===== config.mk =====
export PLATFORM = sky130hd
export DESIGN_NAME = steered_reg_bank
export DESIGN_NICKNAME = d
export VERILOG_FILES = /design/src/rtl/steer_pkg.sv /design/src/rtl/steer_ctrl.sv /design/src/rtl/steer_datapath.sv /design/src/rtl/steered_reg_bank.sv
export SDC_FILE = /design/constraint.sdc
export NUM_CORES = 2
export LEC_CHECK = 0
export CAP_MARGIN = 20
export CELL_PAD_IN_SITES_DETAIL_PLACEMENT = 1
export CELL_PAD_IN_SITES_GLOBAL_PLACEMENT = 2
export CORE_MARGIN = 8
export CORE_UTILIZATION = 28
export CTS_CLUSTER_DIAMETER = 200
export CTS_CLUSTER_SIZE = 30
export DETAILED_ROUTE_END_ITERATION = 10
export DONT_BUFFER_PORTS = 1
export PLACE_DENSITY_LB_ADDON = 0.3
export SLEW_MARGIN = 5
export SYNTH_ARGS = -nofsm -noshare
export SYNTH_HDL_FRONTEND = slang
export SYNTH_SLANG_ARGS = --single-unit

===== constraint.sdc =====
create_clock -name clk -period 5.5 [get_ports clk]
set_clock_uncertainty 0.1 [all_clocks]
set_input_delay 0.825 -clock clk [delete_from_list [all_inputs] [get_ports clk]]
set_output_delay 0.825 -clock clk [all_outputs]
set_load 0.05 [all_outputs]

===== src/rtl/steer_pkg.sv =====
package steer_pkg;

  // Selector field positions; software relies on these bit locations.
  localparam int SEL_INST_LSB = 0;
  localparam int SEL_GRP_LSB  = 8;
  localparam int SEL_MC_BIT   = 31;

  // Strobes from the control to the datapath for the current access.
  typedef struct packed {
    logic wrAll;   // broadcast write of a replicated register
    logic wrOne;   // unicast write to the steered, live unit
    logic rdReq;   // any read request this cycle
    logic rdCopy;  // read from the steered, live unit
    logic rdSel;   // read of the selector
  } bankCmd_t;

endpackage


===== src/rtl/steer_ctrl.sv =====
module steer_ctrl
  import steer_pkg::*;
#(
  parameter int NUM_GROUPS     = 2,
  parameter int INST_PER_GROUP = 4,
  parameter int NUM_REGS       = 4,
  parameter int DATA_W         = 32,
  parameter int ADDR_W         = 4,
  parameter int SEL_ADDR       = 0,
  parameter int REG_BASE       = 1
) (
  input  logic                                  clk,
  input  logic                                  rst,
  input  logic                                  busValid,
  input  logic                                  busWrite,
  input  logic [ADDR_W-1:0]                     busAddr,
  input  logic                                  wrMcBit,
  input  logic [((NUM_GROUPS > 1) ? $clog2(NUM_GROUPS) : 1)-1:0]         wrGrpF,
  input  logic [((INST_PER_GROUP > 1) ? $clog2(INST_PER_GROUP) : 1)-1:0] wrInstF,
  input  logic [NUM_GROUPS*INST_PER_GROUP-1:0]  unitFused,
  input  logic [NUM_GROUPS*INST_PER_GROUP-1:0]  unitGated,
  output bankCmd_t                              cmd,
  output logic [((NUM_REGS > 1) ? $clog2(NUM_REGS) : 1)-1:0]             regIdx,
  output logic [((NUM_GROUPS*INST_PER_GROUP > 1) ? $clog2(NUM_GROUPS*INST_PER_GROUP) : 1)-1:0] unitIdx,
  output logic [DATA_W-1:0]                     selWord,
  output logic                                  selMc,
  output logic [((NUM_GROUPS > 1) ? $clog2(NUM_GROUPS) : 1)-1:0]         selGrp,
  output logic [((INST_PER_GROUP > 1) ? $clog2(INST_PER_GROUP) : 1)-1:0] selInst
);

  localparam int NUM_UNITS = NUM_GROUPS * INST_PER_GROUP;
  localparam int GRP_W     = (NUM_GROUPS > 1) ? $clog2(NUM_GROUPS) : 1;
  localparam int INST_W    = (INST_PER_GROUP > 1) ? $clog2(INST_PER_GROUP) : 1;
  localparam int UNIT_W    = (NUM_UNITS > 1) ? $clog2(NUM_UNITS) : 1;
  localparam int REG_W     = (NUM_REGS > 1) ? $clog2(NUM_REGS) : 1;

  logic [ADDR_W-1:0] regOff;
  logic              replHit;
  logic              selHit;
  logic [31:0]       unitWide;
  logic              inRange;
  logic              targetLive;
  logic              wrReq;
  logic              rdReq;

  // Address decode
  assign regOff  = busAddr - ADDR_W'(REG_BASE);
  assign replHit = (busAddr >= ADDR_W'(REG_BASE)) && (regOff < ADDR_W'(NUM_REGS));
  assign selHit  = (busAddr == ADDR_W'(SEL_ADDR));
  assign regIdx  = regOff[REG_W-1:0];

  // Steering target and its presence
  assign unitWide   = 32'(selGrp) * 32'(INST_PER_GROUP) + 32'(selInst);
  assign inRange    = (unitWide < 32'(NUM_UNITS)) && (32'(selInst) < 32'(INST_PER_GROUP));
  assign unitIdx    = unitWide[UNIT_W-1:0];
  assign targetLive = inRange && !unitFused[unitIdx] && !unitGated[unitIdx];

  assign wrReq = busValid && busWrite;
  assign rdReq = busValid && !busWrite;

  always_comb begin
    cmd        = '0;
    cmd.wrAll  = wrReq && replHit && selMc;
    cmd.wrOne  = wrReq && replHit && !selMc && targetLive;
    cmd.rdReq  = rdReq;
    cmd.rdCopy = rdReq && replHit && targetLive;
    cmd.rdSel  = rdReq && selHit;
  end

  // Selector register
  always_ff @(posedge clk) begin
    if (rst) begin
      selMc   <= 1'b1;
      selGrp  <= '0;
      selInst <= '0;
    end else if (wrReq && selHit) begin
      selMc   <= wrMcBit;
      selGrp  <= wrGrpF;
      selInst <= wrInstF;
    end
  end

  always_comb begin
    selWord                          = '0;
    selWord[SEL_MC_BIT]              = selMc;
    selWord[SEL_GRP_LSB +: GRP_W]    = selGrp;
    selWord[SEL_INST_LSB +: INST_W]  = selInst;
  end

endmodule


===== src/rtl/steer_datapath.sv =====
module steer_datapath
  import steer_pkg::*;
#(
  parameter int NUM_GROUPS     = 2,
  parameter int INST_PER_GROUP = 4,
  parameter int NUM_REGS       = 4,
  parameter int DATA_W         = 32
) (
  input  logic                                  clk,
  input  logic                                  rst,
  input  bankCmd_t                              cmd,
  input  logic [((NUM_REGS > 1) ? $clog2(NUM_REGS) : 1)-1:0] regIdx,
  input  logic [((NUM_GROUPS*INST_PER_GROUP > 1) ? $clog2(NUM_GROUPS*INST_PER_GROUP) : 1)-1:0] unitIdx,
  input  logic [DATA_W-1:0]                     wrData,
  input  logic [NUM_GROUPS*INST_PER_GROUP-1:0]  unitFused,
  input  logic [NUM_GROUPS*INST_PER_GROUP-1:0]  unitGated,
  input  logic [DATA_W-1:0]                     selWord,
  output logic                                  rdValid,
  output logic [DATA_W-1:0]                     rdData
);

  localparam int NUM_UNITS = NUM_GROUPS * INST_PER_GROUP;
  localparam int UNIT_W    = (NUM_UNITS > 1) ? $clog2(NUM_UNITS) : 1;

  logic [NUM_UNITS-1:0][DATA_W-1:0] unitPick;

  // One storage row per unit; each row decides its own write enable.
  for (genvar u = 0; u < NUM_UNITS; u++) begin : g_unit
    logic [DATA_W-1:0] copyQ [NUM_REGS];
    logic              unitLive;
    logic              wrHit;

    assign unitLive = !unitFused[u] && !unitGated[u];
    assign wrHit    = unitLive && (cmd.wrAll || (cmd.wrOne && (unitIdx == UNIT_W'(u))));

    always_ff @(posedge clk) begin
      if (rst) begin
        for (int r = 0; r < NUM_REGS; r++) copyQ[r] <= '0;
      end else if (wrHit) begin
        copyQ[regIdx] <= wrData;
      end
    end

    assign unitPick[u] = copyQ[regIdx];
  end

  // Registered read port
  always_ff @(posedge clk) begin
    if (rst) begin
      rdValid <= 1'b0;
      rdData  <= '0;
    end else begin
      rdValid <= cmd.rdReq;
      if (cmd.rdCopy)     rdData <= unitPick[unitIdx];
      else if (cmd.rdSel) rdData <= selWord;
      else                rdData <= '0;
    end
  end

endmodule


===== src/rtl/steered_reg_bank.sv =====
module steered_reg_bank
  import steer_pkg::*;
#(
  parameter int NUM_GROUPS     = 2,
  parameter int INST_PER_GROUP = 4,
  parameter int NUM_REGS       = 4,
  parameter int DATA_W         = 32,
  parameter int ADDR_W         = 4,
  parameter int SEL_ADDR       = 0,
  parameter int REG_BASE       = 1
) (
  input  logic                                 clk,
  input  logic                                 rst,
  input  logic                                 busValid,
  input  logic                                 busWrite,
  input  logic [ADDR_W-1:0]                    busAddr,
  input  logic [DATA_W-1:0]                    busWdata,
  input  logic [NUM_GROUPS*INST_PER_GROUP-1:0] unitFused,
  input  logic [NUM_GROUPS*INST_PER_GROUP-1:0] unitGated,
  output logic                                 rdValid,
  output logic [DATA_W-1:0]                    rdData
);

  localparam int NUM_UNITS = NUM_GROUPS * INST_PER_GROUP;
  localparam int GRP_W     = (NUM_GROUPS > 1) ? $clog2(NUM_GROUPS) : 1;
  localparam int INST_W    = (INST_PER_GROUP > 1) ? $clog2(INST_PER_GROUP) : 1;
  localparam int UNIT_W    = (NUM_UNITS > 1) ? $clog2(NUM_UNITS) : 1;
  localparam int REG_W     = (NUM_REGS > 1) ? $clog2(NUM_REGS) : 1;

  bankCmd_t          cmd;
  logic [REG_W-1:0]  regIdx;
  logic [UNIT_W-1:0] unitIdx;
  logic [DATA_W-1:0] selWord;
  logic              selMc;
  logic [GRP_W-1:0]  selGrp;
  logic [INST_W-1:0] selInst;
  logic              wrMcBit;
  logic [GRP_W-1:0]  wrGrpF;
  logic [INST_W-1:0] wrInstF;

  assign wrMcBit = busWdata[SEL_MC_BIT];
  assign wrGrpF  = busWdata[SEL_GRP_LSB +: GRP_W];
  assign wrInstF = busWdata[SEL_INST_LSB +: INST_W];

  steer_ctrl #(
    .NUM_GROUPS(NUM_GROUPS), .INST_PER_GROUP(INST_PER_GROUP), .NUM_REGS(NUM_REGS),
    .DATA_W(DATA_W), .ADDR_W(ADDR_W), .SEL_ADDR(SEL_ADDR), .REG_BASE(REG_BASE)
  ) u_ctrl (
    .clk(clk), .rst(rst), .busValid(busValid), .busWrite(busWrite), .busAddr(busAddr),
    .wrMcBit(wrMcBit), .wrGrpF(wrGrpF), .wrInstF(wrInstF),
    .unitFused(unitFused), .unitGated(unitGated),
    .cmd(cmd), .regIdx(regIdx), .unitIdx(unitIdx), .selWord(selWord),
    .selMc(selMc), .selGrp(selGrp), .selInst(selInst)
  );

  steer_datapath #(
    .NUM_GROUPS(NUM_GROUPS), .INST_PER_GROUP(INST_PER_GROUP),
    .NUM_REGS(NUM_REGS), .DATA_W(DATA_W)
  ) u_dp (
    .clk(clk), .rst(rst), .cmd(cmd), .regIdx(regIdx), .unitIdx(unitIdx),
    .wrData(busWdata), .unitFused(unitFused), .unitGated(unitGated),
    .selWord(selWord), .rdValid(rdValid), .rdData(rdData)
  );

endmodule


* Word level (Yosys, flattened, before mapping)
Memories as Yosys holds them, arrays and structs flattened. Index checks and enable logic that the tools add are counted.
Cells by class: reduce and logical (&&, ||, !) cells 75, order comparisons 4, $add $sub $neg 2, equality and inequality tests 7, mux-type cells 58
Operators with widths (number):
- $mux W32 | 11
- $reduce_or A32 Y1 | 8
- $bmux W32 S3 | 1
- $logic_and A1 B1 Y1 | 37
- $mux W1 | 36
- $lt A32 B4 Y1 const B | 1
- $logic_not A1 Y1 | 20
- $mux W2 | 8
- $eq A3 B3 Y1 const B | 4
- $logic_or A1 B1 Y1 | 8
- $bmux W1 S3 | 2
- $eq A3 B2 Y1 const B | 2
- $add A3 B2 Y4 | 1
- $ge A4 B1 Y1 const B | 1
- $logic_not A4 Y1 | 1
- $lt A3 B4 Y1 const B | 1
- $lt A4 B3 Y1 const B | 1
- $sub A4 B1 Y4 const B | 1
- $eq A3 B1 Y1 const B | 1
- $logic_not A3 Y1 | 1
Storage, ports and cells: memories kept 8, RAM bits 1024, input port bits 56, bits in registers 37
Memory list:
- u_dp.g_unit[0].copyQ | depth 4, bits a word 32, read ports 1, clocked after Yosys merged registers in 0, write ports 4, line steer_datapath.sv:29 | logic [DATA_W-1:0] copyQ [NUM_REGS];
- u_dp.g_unit[1].copyQ | depth 4, bits a word 32, read ports 1, clocked after Yosys merged registers in 0, write ports 4, line steer_datapath.sv:29
- u_dp.g_unit[2].copyQ | depth 4, bits a word 32, read ports 1, clocked after Yosys merged registers in 0, write ports 4, line steer_datapath.sv:29
- u_dp.g_unit[3].copyQ | depth 4, bits a word 32, read ports 1, clocked after Yosys merged registers in 0, write ports 4, line steer_datapath.sv:29
- u_dp.g_unit[4].copyQ | depth 4, bits a word 32, read ports 1, clocked after Yosys merged registers in 0, write ports 4, line steer_datapath.sv:29
- u_dp.g_unit[5].copyQ | depth 4, bits a word 32, read ports 1, clocked after Yosys merged registers in 0, write ports 4, line steer_datapath.sv:29
- +2 memories

* Depth between registers and ports, before layout
depth after elaboration 15, depth in mapped cells 14

* Hierarchy
A second synthesis with hierarchy kept.
Unflattened totals: cells, all modules 3107, area, all modules 48400.2 um^2
Modules (own cells, without submodules):
- steer_datapath | area an instance 47677.0 um^2, sequential area each 31410.1 um^2, times used 1, cells each 3011
- steer_ctrl | area an instance 723.2 um^2, sequential area each 80.1 um^2, times used 1, cells each 96

* Worst setup path after synthesis
No wires, ideal clock.
path kind input -> register, start point input port busAddr[0], end point memory u_dp.g_unit[0].copyQ[0][0] (enable), data arrival time 4921 ps, path slack 14 ps, path buffers 7, library setup time 466 ps, required time 4934 ps, cell stages on the path 11, cells stage by stage buf_4 > buf_6 > buf_2 > inv_2 > ha_1 > buf_2 > buf_2 > buf_2 > buf_2 > nand3_1 > o21ai_0
RTL lines:
- from (decl) | line steered_reg_bank.sv:16 | input logic [ADDR_W-1:0] busAddr,
- to (decl) | line steer_datapath.sv:29

==> summary.txt <==
CTS
  – CTS Hold Buffers Added: 0
  – Buffer cell driving the clock tree root: sky130_fd_sc_hd__clkbuf_16
  – Total clock buffers created by CTS: 41
  – Number of clock sinks seen by CTS: 1061
  – TritonCTS clock tree: done
  – Maximum clock insertion buffer count: 3
  – Setup Fix Bufs, Post-CTS: 0
  – Worst-Skew Late Latency: 0.69 ns
  – Level count of the clock H-tree: 2
  – Post-cts resize count: 0
  – Reg clk slew, reported paths: 0.14 ns

Synthesis
  – Most frequently used cell type in the post-synthesis netlist: sky130_fd_sc_hd__nor3_1
  – Total nets after synthesis: 3145
  – Seq/Total Area, Yosys: 67.2%
  – Yosys synthesis warning count: 0
  – Count of state elements after synthesis: 1061
  – Async set-reset flop share out of synthesis: 0%
  – Total standard cell area after synthesis: 46900 um^2
  – Count of mapped cells out of synthesis: 3088
  – Unique cell type count in the Yosys netlist: 48
  – Primary FF master, synth: sky130_fd_sc_hd__edfxtp_1
  – Cell type with the highest aggregate area in the netlist: sky130_fd_sc_hd__edfxtp_1
  – Number of enable-type register cells in the synthesized netlist: 1024
  – Leading post-synthesis cells by instance count: sky130_fd_sc_hd__nor3_1, sky130_fd_sc_hd__edfxtp_1, sky130_fd_sc_hd__mux4_2
  – Synthesized area per cell: 15.2 um^2
  – Leading post-synthesis cells by cell area: sky130_fd_sc_hd__edfxtp_1, sky130_fd_sc_hd__mux4_2, sky130_fd_sc_hd__nor3_1
  – Post-synth top area share: 65.6%

Detailed routing
  – First-pass detailed-route iteration total: 5
  – Initial drt markers: 2922
  – Total detailed-routing wirelength: 164 mm
  – DRC violation count after routing: 0
  – Remaining antenna violation count: 0
  – Number of vias per cell: 5.51
  – Overall via count from detail_route: 28058
  – Per-cell routed wire length: 32.1 um

Setup path
  – Crit path capture type: flop
  – Largest driver fanout on the critical path: 263
  – Crit path required time: 5.78 ns
  – Data arrival time of the critical path: 4.34 ns
  – Startpoint-to-endpoint class of the critical path: in2reg
  – Cells traversed along the worst timing path: inv_2, ha_4, buf_4, nand3_1, o21ai_4, buf_12
  – Worst stage delay on the critical path: 0.79 ns
  – Critical Path Source Type: primary input
  – Standard cell with the maximum stage delay on the critical path: sky130_fd_sc_hd__ha_4

Placement
  – Final estimated routing congestion in global placement: 0.794
  – I/O Buffers: 0
  – Post-detailed-placement half-perimeter wirelength: 93.7 mm
  – Worst slack after detailed placement: 1.10 ns

STA
  – Final Hold Viols: 0
  – Shortest clock period the worst path allows after layout: 4.05 ns
  – Max Clk Rate: 247 MHz
  – Number of pins with negative max-slew slack in the final report: 0
  – Slew of the pin with the lowest slew margin: 1.16 ns
  – Relative slew slack: 22.4%
  – Final-layout setup total negative slack: 0 ns
  – Final worst slack: 1.45 ns
  – Count of final setup violators: 0
  – Setup repair after global routing missed its margin: false
  – Portion of the clock cycle consumed by the worst path in the final layout: 73.7%

Layout
  – Sequential cell area: 31500 um^2
  – Synthesis-to-finish area growth: 7.89%
  – Share of layout cells above drive strength 1: 19.2%
  – Area taken by multi-input logic gates: 14000 um^2
  – FILL cells: 17287
  – Post-layout utilization of the core: 30.3%
  – Final #Nets: 2914

GRT
  – Global Route Usage Sum: 17.6%
  – Antenna violations before repair: 6
  – Sum of overflow across all layers after global routing: 0
  – First-pass GRT wire length: 231 mm
  – Pin count of the biggest net entering global routing: 264
  – Via count of the first global-routing pass: 28676

Floorplanning
  – Die Y: 425 um
  – Die boundary width: 425 um
  – Total die area: 181000 um^2
  – Effective utilization at floorplan: 28.1%
  – Std-Cell Core Area: 167000 um^2
  – Number of top-level design ports: 89
  – Std-Cell Rows: 150

Pwr
  – Pwr Total: 14.7 mW
  – Power density over cell area: 292 nW/um^2
  – Leakage: 15.1 nW
  – Worst ir drop on vdd: 0.200 mV

Flow run
  – Number of violations of the max-capacitance limit: 0

Min path
  – Hold crit path type: in2reg

Outcome
  – Run status: completed
## metrics by stage
step	instance area (um^2)	hold slack (ns)	instances
after floorplan	46900	0.588	3088
after CTS	50500	0.0567	5093
final	50500	0.108	5095
after detailed placement	49300	0.539	5018
after global placement	49300	0.544	5017
after global routing	50500	0.0635	5094
## logic make-up after synthesis
logic type	count (synthesis)	synth area share [%]
AND/OR/NAND/NOR	1191	12.5
buffers and inverters	409	3.69
adder cells (fa/ha/maj)	1	0.0267
flip-flops	1061	67.2
multiplexers	317	14.9
AO/OA/AOI/OAI	109	1.71
## final timing paths
kind / from / endpoint / slack, ns / cells after the start
setup / recovery: busAddr[0] / u_dp.g_unit[4].copyQ[1][20]$_SDFFCE_PN0P_ / 1.45 / 6
hold / removal: rst / u_ctrl.selInst[0]$_SDFFE_PP0P_ / 0.11 / 1
setup reg to reg: u_ctrl.selInst[1]$_SDFFE_PP0P_ / u_dp.g_unit[6].copyQ[3][21]$_DFFE_PP_ / 1.57 / 5
hold reg to reg: u_ctrl.selInst[0]$_SDFFE_PP0P_ / u_dp.rdData[30]$_SDFF_PP0_ / 0.59 / 2
## worst max-delay path: cells and delay by family
kind	cells	cell delay (ns)
AOI/OAI and AO/OA	1	0.64
adders and majority gates	1	0.79
and+or+nand+nor	1	0.46
buffers and inverters	3	1.21
## report_power, final
part           internal, mW  switching [mW]
registers              9.09          0.0805
clock network          1.52            2.62
logic                 0.463           0.972
total                  11.1            3.67
## routing by layer
layer	global-route usage (%)	share of wire, %	vias up
met3	2.77	5.6	181
met1	24.6	44	15316
met5	0	0.0067	-
met4	5.21	3.4	2
li1	-	-	11736
met2	28.5	47	823
## cell usage in the layout, fill, tap and decap left out, drive strengths merged, types with 7 or more instances in the layout
cell type | synthesis | layout
nor3 | 1026 | 1026
edfxtp | 1024 | 1024
mux4 | 303 | 303
buf | 121 | 130
nand2 | 106 | 106
clkbuf | 283 | 73
dfxtp | 37 | 37
a22o | 25 | 25
o21ai | 19 | 19
nor2 | 18 | 18
a22oi | 15 | 15
a21oi | 14 | 14
mux2i | 12 | 12
a21o | 10 | 10
nand3 | 9 | 9
or2 | 8 | 8
inv | 5 | 7
## sequential cells by signal (all words and copies together), names as in the netlist
register and count:
u_dp.rdValid 1, u_dp.rdData 32, u_dp.g_unit.copyQ 1024, u_ctrl.selGrp 1
u_ctrl.selMc 1, u_ctrl.selInst 2
## final cells by class
type	count	area share, %
antenna	2	0.00990
clock inverter	2	0.0569
inverter	5	0.0470
multi-input combinational	1618	27.6
tap	2204	5.46
timing repair buffer	130	2.15
clock buffer	73	2.35
sequential	1061	62.3
(Power assumes the default switching activity.)
